File: src/rtl/lcd_seg_pkg.sv
`timescale 1ns/1ps
package lcd_seg_pkg;
  localparam int CODE_W = 4;
  localparam int SEG_N  = 7;
  localparam int DIGITS = 10;

  typedef logic [CODE_W-1:0] code_t;
  typedef logic [SEG_N-1:0]  seg_t;

  // bit 0 = a ... bit 6 = g
  function automatic seg_t digit_shape(input code_t c);
    seg_t s;
    case (c)
      4'd0: s = 7'h3F;
      4'd1: s = 7'h06;
      4'd2: s = 7'h5B;
      4'd3: s = 7'h4F;
      4'd4: s = 7'h66;
      4'd5: s = 7'h6D;
      4'd6: s = 7'h7D;
      4'd7: s = 7'h07;
      4'd8: s = 7'h7F;
      4'd9: s = 7'h6F;
      default: s = '0;
    endcase
    return s;
  endfunction
endpackage

File: src/rtl/lcd_code_hold.sv
`timescale 1ns/1ps
module lcd_code_hold
  import lcd_seg_pkg::*;
(
  input  logic  clk,
  input  logic  rst,
  input  logic  load_en,
  input  code_t bcd_in,
  output code_t code_view
);
  code_t code_q;

  always_ff @(posedge clk) begin
    if (rst)          code_q <= '0;
    else if (load_en) code_q <= bcd_in;
  end

  // transparent path: open latch shows the live input
  assign code_view = load_en ? bcd_in : code_q;

  AST_HOLD_STABLE: assert property (@(posedge clk) disable iff (rst)
    !load_en |=> $stable(code_q)) else $error("held code moved");
endmodule

File: src/rtl/lcd_bp_divider.sv
`timescale 1ns/1ps
module lcd_bp_divider #(
  parameter int HALF_PERIOD = 16
) (
  input  logic clk,
  input  logic rst,
  output logic bp_q,
  output logic bp_next
);
  localparam int CNT_W = (HALF_PERIOD > 2) ? $clog2(HALF_PERIOD) : 1;
  localparam logic [CNT_W-1:0] LAST = CNT_W'(HALF_PERIOD - 1);

  logic [CNT_W-1:0] cnt_q;
  logic             wrap;

  assign wrap    = (cnt_q == LAST);
  assign bp_next = wrap ? ~bp_q : bp_q;

  always_ff @(posedge clk) begin
    if (rst) begin
      cnt_q <= '0;
      bp_q  <= 1'b0;
    end else begin
      cnt_q <= wrap ? '0 : cnt_q + 1'b1;
      bp_q  <= bp_next;
    end
  end

  AST_CNT_RANGE: assert property (@(posedge clk) disable iff (rst)
    cnt_q <= LAST) else $error("divider count out of range");
  AST_BP_STEADY: assert property (@(posedge clk) disable iff (rst)
    (cnt_q != LAST) |=> $stable(bp_q)) else $error("backplane toggled early");
  AST_BP_TOGGLE: assert property (@(posedge clk) disable iff (rst)
    (cnt_q == LAST) |=> (bp_q != $past(bp_q))) else $error("backplane missed toggle");
endmodule

File: src/rtl/lcd_seg_decode.sv
`timescale 1ns/1ps
module lcd_seg_decode
  import lcd_seg_pkg::*;
(
  input  code_t code,
  input  logic  blank,
  output seg_t  shape
);
  logic in_range;
  seg_t raw;

  assign in_range = (code < CODE_W'(DIGITS));
  assign raw      = digit_shape(code);
  assign shape    = (blank || !in_range) ? '0 : raw;
endmodule

File: src/rtl/lcd_seg_outreg.sv
`timescale 1ns/1ps
module lcd_seg_outreg
  import lcd_seg_pkg::*;
(
  input  logic clk,
  input  logic rst,
  input  seg_t shape,
  input  logic phase,
  output seg_t seg_q
);
  seg_t drive;

  for (genvar i = 0; i < SEG_N; i++) begin : g_pol
    assign drive[i] = shape[i] ^ phase;
  end

  always_ff @(posedge clk) begin
    if (rst) seg_q <= '0;
    else     seg_q <= drive;
  end
endmodule

File: src/rtl/lcd_seg_driver.sv
`timescale 1ns/1ps
module lcd_seg_driver
  import lcd_seg_pkg::*;
#(
  parameter int HALF_PERIOD = 16
) (
  input  logic       clk,
  input  logic       rst,
  input  logic [3:0] bcd_in,
  input  logic       load_en,
  input  logic       blank,
  input  logic       invert,
  input  logic       lcd_mode,
  output logic [6:0] seg,
  output logic       backplane
);
  code_t code_view;
  seg_t  shape;
  seg_t  seg_q;
  logic  bp_q, bp_next, phase;

  lcd_code_hold u_hold (
    .clk(clk), .rst(rst), .load_en(load_en), .bcd_in(bcd_in), .code_view(code_view)
  );

  lcd_bp_divider #(.HALF_PERIOD(HALF_PERIOD)) u_div (
    .clk(clk), .rst(rst), .bp_q(bp_q), .bp_next(bp_next)
  );

  lcd_seg_decode u_dec (
    .code(code_view), .blank(blank), .shape(shape)
  );

  // next backplane value keeps segments and backplane in the same cycle
  assign phase = lcd_mode ? bp_next : invert;

  lcd_seg_outreg u_out (
    .clk(clk), .rst(rst), .shape(shape), .phase(phase), .seg_q(seg_q)
  );

  assign seg       = seg_q;
  assign backplane = bp_q;

  AST_BLANK_LEVEL: assert property (@(posedge clk) disable iff (rst)
    (blank && !lcd_mode) |=> (seg == {7{$past(invert)}})) else $error("blank level wrong");
  AST_DARK_CODES: assert property (@(posedge clk) disable iff (rst)
    (load_en && bcd_in > 4'd9 && !lcd_mode) |=> (seg == {7{$past(invert)}})) else $error("code above 9 lit");
  AST_LCD_NO_SKEW: assert property (@(posedge clk) disable iff (rst)
    (blank && lcd_mode) |=> (seg == {7{backplane}})) else $error("segment skewed from backplane");
  AST_LCD_LIT_OPPOSITE: assert property (@(posedge clk) disable iff (rst)
    (!blank && lcd_mode && load_en && bcd_in == 4'd8) |=> (seg == ~{7{backplane}})) else $error("lit segment not opposite");
endmodule

File: config.mk
export PLATFORM = sky130hd
export DESIGN_NAME = lcd_seg_driver
export DESIGN_NICKNAME = d
export VERILOG_FILES = /design/src/rtl/lcd_seg_pkg.sv /design/src/rtl/lcd_code_hold.sv /design/src/rtl/lcd_bp_divider.sv /design/src/rtl/lcd_seg_decode.sv /design/src/rtl/lcd_seg_outreg.sv /design/src/rtl/lcd_seg_driver.sv
export SDC_FILE = /design/constraint.sdc
export NUM_CORES = 1
export LEC_CHECK = 0
export ABC_AREA = 1
export BUFFER_PORTS_ARGS = -buffer_cell sky130_fd_sc_hd__buf_4
export CAP_MARGIN = 20
export CORE_MARGIN = 1
export CORE_UTILIZATION = 52
export DETAILED_ROUTE_END_ITERATION = 7
export PLACE_DENSITY = 0.76
export SETUP_SLACK_MARGIN = 0.5
export SLEW_MARGIN = 10
export SYNTH_ARGS = -nofsm -noshare
export SYNTH_HDL_FRONTEND = slang
export SYNTH_SLANG_ARGS = --single-unit
File: constraint.sdc
create_clock -name clk -period 1.4 [get_ports clk]
set_input_delay 0.14 -clock clk [delete_from_list [all_inputs] [get_ports clk]]
set_output_delay 0.14 -clock clk [all_outputs]
set_load 0.05 [all_outputs]
==> impl_metrics.tcl <==
set metrics [dict create \
    sequence_of_cells_on_the_critical_path "inv_1, nand2_2, nand2_4, inv_2, ha_2, inv_1, nand2_1, nand3_1, nand2_1, nand3_1, nand2_1, nor2_1" \
    pin_count_of_the_biggest_net_entering_global_routing 11 \
    power.ir.vdd_worst_mv 0.8234 \
    timing.final.crit_period_ns 1.453 \
    run_status "complete, but fails checks" \
    critical_path.startpoint_type "register" \
    r2r-start "u_hold.code_q[1]" \
    initial_utilization_pct 56.24 \
    violations "setup timing" \
    die_w_microns 42.60 \
    crit_required_ns 1.60 \
    power_switching_uw 439.8 \
    sequential_group_share_of_total_power_pct 41.0 \
    syn_avg_cell_area_sq_um 6.696 \
    worstRegToRegCells 12 \
    numCtsBuffers 3 \
    synth_nets 144 \
    clk_latency_ns 0.30 \
    grt_first_pass_wirelength_mm 3.077 \
    crit_path_top_delay_cell "sky130_fd_sc_hd__dfxtp_1" \
    rr_endpoint "u_out.seg_q[4]" \
    ioPinCount 18 \
    min_delay_worst_endpoint "u_div.bp_q" \
    critical_path_class "reg2reg" \
    dr.first_iter.drc_count 49 \
    post-route-period-util_pct 103.8 \
    avgRoutedWirePerCell_microns 14.84 \
    final-max-slew-violation-count 0 \
    cpMostUsedCell "sky130_fd_sc_hd__nand2_1" \
    post-route-cell-area_sq_mm 0.001354 \
    postRouteWirelength_mm 2.597 \
    post_synth_xor_area_fraction_pct 1.022 \
    netlist_instances 128 \
    cap_viol_max_count 0 \
    drive_above_1_share_pct 48.43 \
    internal_power_uw 821.5 \
    unrepaired_setup_endpoints_after_global_routing "yes" \
    end_kind "register" \
    htreeDepth 1 \
    grt_util_all_layers_pct 23.26 \
    worst-endpoint-arrival_ns 1.65 \
    synthesis.area_sq_um 857.1 \
    synth_mux_area_share_pct 0 \
    worst-r2r-setup-slack_ns -0.05 \
    remaining_drc_errors 0 \
    synthDistinctLibCells 16 \
    slew_headroom_pct 80.86 \
    path_max_fanout 5 \
    floorplan.core_area_sq_mm 0.001524 \
    synth-adder-area-share_pct 8.759 \
    floorplan.die.height_microns 42.60 \
    finalWeightedCongestion 0.8316 \
    hp-start "rst" \
    dieArea_sq_mm 0.001815 \
    clkSinkCount 16 \
    num_vias 990 \
    hold_path_depth 2 \
    hold_path.class "in2reg" \
    clock_tree.buffer_depth 2 \
    buffer_ports.inserted 17 \
    setup_tns_final_ns -0.05307 \
    fp-row-count 14 \
    detail_route.vias_per_cell 5.657 \
    skew_ns 0.003805 \
    fmaxAchievable_ghz 0.6882 \
    number_of_antenna_violations_at_the_first_check_in_global_routing 0 \
    path_clk_slew_ns 0.10 \
    mostFrequentLayoutCells "sky130_fd_sc_hd__nand2_1 (30), sky130_fd_sc_hd__nor2_1 (19), sky130_fd_sc_hd__buf_4 (15)" \
    synth_top_family_by_area "simple AND/OR/NAND/NOR gates" \
    power.density_mw_per_mm2 931.6 \
    tritoncts "built" \
    layout_commonest_cell "sky130_fd_sc_hd__nand2_1" \
    fin_worst_hold_slack_ns 0.03392 \
    antennaDiodeCount 0 \
    ys_warnings 0 \
    number_of_nets_still_failing_antenna_checks_after_routing 0 \
    relative_contribution_of_combinational_cells_to_total_power_pct 33.2 \
    worst_slew_pin_slew_ns 0.2870 \
    synth_simple_gate_area_share_pct 41.02 \
    finalHoldViolCount 0 \
    crit_buf_inv 3 \
    setup_ws_ns -0.05307 \
    number_of_iterations_in_the_first_detailed_routing_pass 4 \
    synth-compound-area-share_pct 4.380 \
    worst_path_dominant_cell_family "simple AND/OR/NAND/NOR gates" \
    area_growth_pct 57.96 \
    dp_hpwl_mm 1.304 \
    p_clk_share_pct 25.8 \
    placed_area_sq_mm 0.001056 \
    grt_pass1_vias 776 \
    power_leakage_nw 0.6471 \
    setup-violations-final 1 \
    synth.yosys.seq_area_share_pct 37.37 \
    p_sw_share_pct 34.87 \
    fin_util_pct 88.83 \
    ys_ff_latch 16 \
    grt.overflow.total 0 \
    cpPeakStageDelay_ns 0.32 \
    final_net_count 176 \
    clock_tree.root_cell "sky130_fd_sc_hd__clkbuf_4" \
]
[registers in the layout (all words and copies together) (netlist names)]
register / cells
u_hold.code_q: 4
u_div.cnt_q: 4
u_out.seg_q: 7
u_div.bp_q: 1
[layer usage]
metal | vias up | part of all wire [%] | global-route usage, %
li1 | 462 | - | -
met1 | 454 | 39 | 25.07
met2 | 58 | 49 | 41.23
met3 | 16 | 8.0 | 5.172
met4 | 0 | 4.1 | 13.13
met5 | - | 0 | 0
[logic make-up (layout without fill, tap and decap cells)]
| kind of cell | count (synthesis) | in the layout |
|---|---|---|
| buffers and inverters | 17 | 48 |
| XOR/XNOR | 1 | 1 |
| adder cells (fa/ha/maj) | 6 | 6 |
| flip-flops | 16 | 16 |
| AO/OA/AOI/OAI | 6 | 6 |
| AND/OR/NAND/NOR | 82 | 82 |
[layout make-up]
cell class | count | area, sq um
tap | 16 | 20.02
clock buffer | 4 | 36.28
timing repair buffer | 26 | 266.5
multi-input combinational | 95 | 616.8
inverter | 17 | 71.32
fill | 76 | 170.2
timing repair inverter | 1 | 5.005
sequential | 16 | 337.8
[power by group through the flow]
stage,Sequential (mW),Clock [mW],Combinational (mW)
6_report,0.517,0.326,0.418
5_1_grt,0.519,0.340,0.448
4_1_cts,0.510,0.318,0.331
3_5_place_dp,0.513,0,0.298
3_3_place_gp,0.513,0,0.293
2_1_floorplan,0.575,0,0.149
[repair_timing]
action	in CTS	in global routing
cloned	0	1
pin swaps	4	8
setup endpoints to repair	16	19
hold buffers	0	0
hold endpoints to repair	0	0
resized for setup	25	30
buffers inserted	3	4
[per-stage QoR]
step | power [mW] | setup WS, ns | instances
after floorplan | 0.7234 | 0.1860 | 128
after global placement | 0.8063 | 0.05146 | 163
after detailed placement | 0.8115 | 0.05545 | 163
after CTS | 1.158 | 0.1064 | 170
after global routing | 1.306 | -0.1537 | 175
final | 1.261 | -0.05307 | 175
[how the worst max path moves through the flow]
stage / start / endpoint / slack (ns) / depth (start not counted)
CTS: u_hold.code_q[1] / u_out.seg_q[3] / 0.11 / 9
global placement: load_en / u_out.seg_q[3] / 0.05 / 12
floorplan: u_hold.code_q[1] / u_out.seg_q[3] / 0.19 / 10
detailed placement: load_en / u_out.seg_q[3] / 0.06 / 12
global route: u_hold.code_q[1] / u_out.seg_q[4] / -0.15 / 12
finish: u_hold.code_q[1] / u_out.seg_q[4] / -0.05 / 12
[synthesized netlist by cell type]
cell | number | share of area [%]
sky130_fd_sc_hd__xnor2_1 | 1 | 1.0
sky130_fd_sc_hd__nand2_1 | 36 | 16
sky130_fd_sc_hd__nand3b_1 | 1 | 0.88
sky130_fd_sc_hd__dfxtp_1 | 16 | 37
sky130_fd_sc_hd__inv_1 | 14 | 6.1
sky130_fd_sc_hd__or2_2 | 1 | 0.73
sky130_fd_sc_hd__inv_2 | 3 | 1.3
sky130_fd_sc_hd__nand2_2 | 5 | 3.6
sky130_fd_sc_hd__nand4_1 | 1 | 0.73
sky130_fd_sc_hd__o21ai_1 | 1 | 0.58
sky130_fd_sc_hd__nand3_1 | 18 | 11
sky130_fd_sc_hd__o21ai_2 | 1 | 1.0
sky130_fd_sc_hd__nor2_1 | 20 | 8.8
sky130_fd_sc_hd__a21oi_1 | 3 | 1.8
sky130_fd_sc_hd__a21oi_2 | 1 | 1.0
sky130_fd_sc_hd__ha_1 | 6 | 8.8
Note: power is estimated with default switching activity, not from simulation.
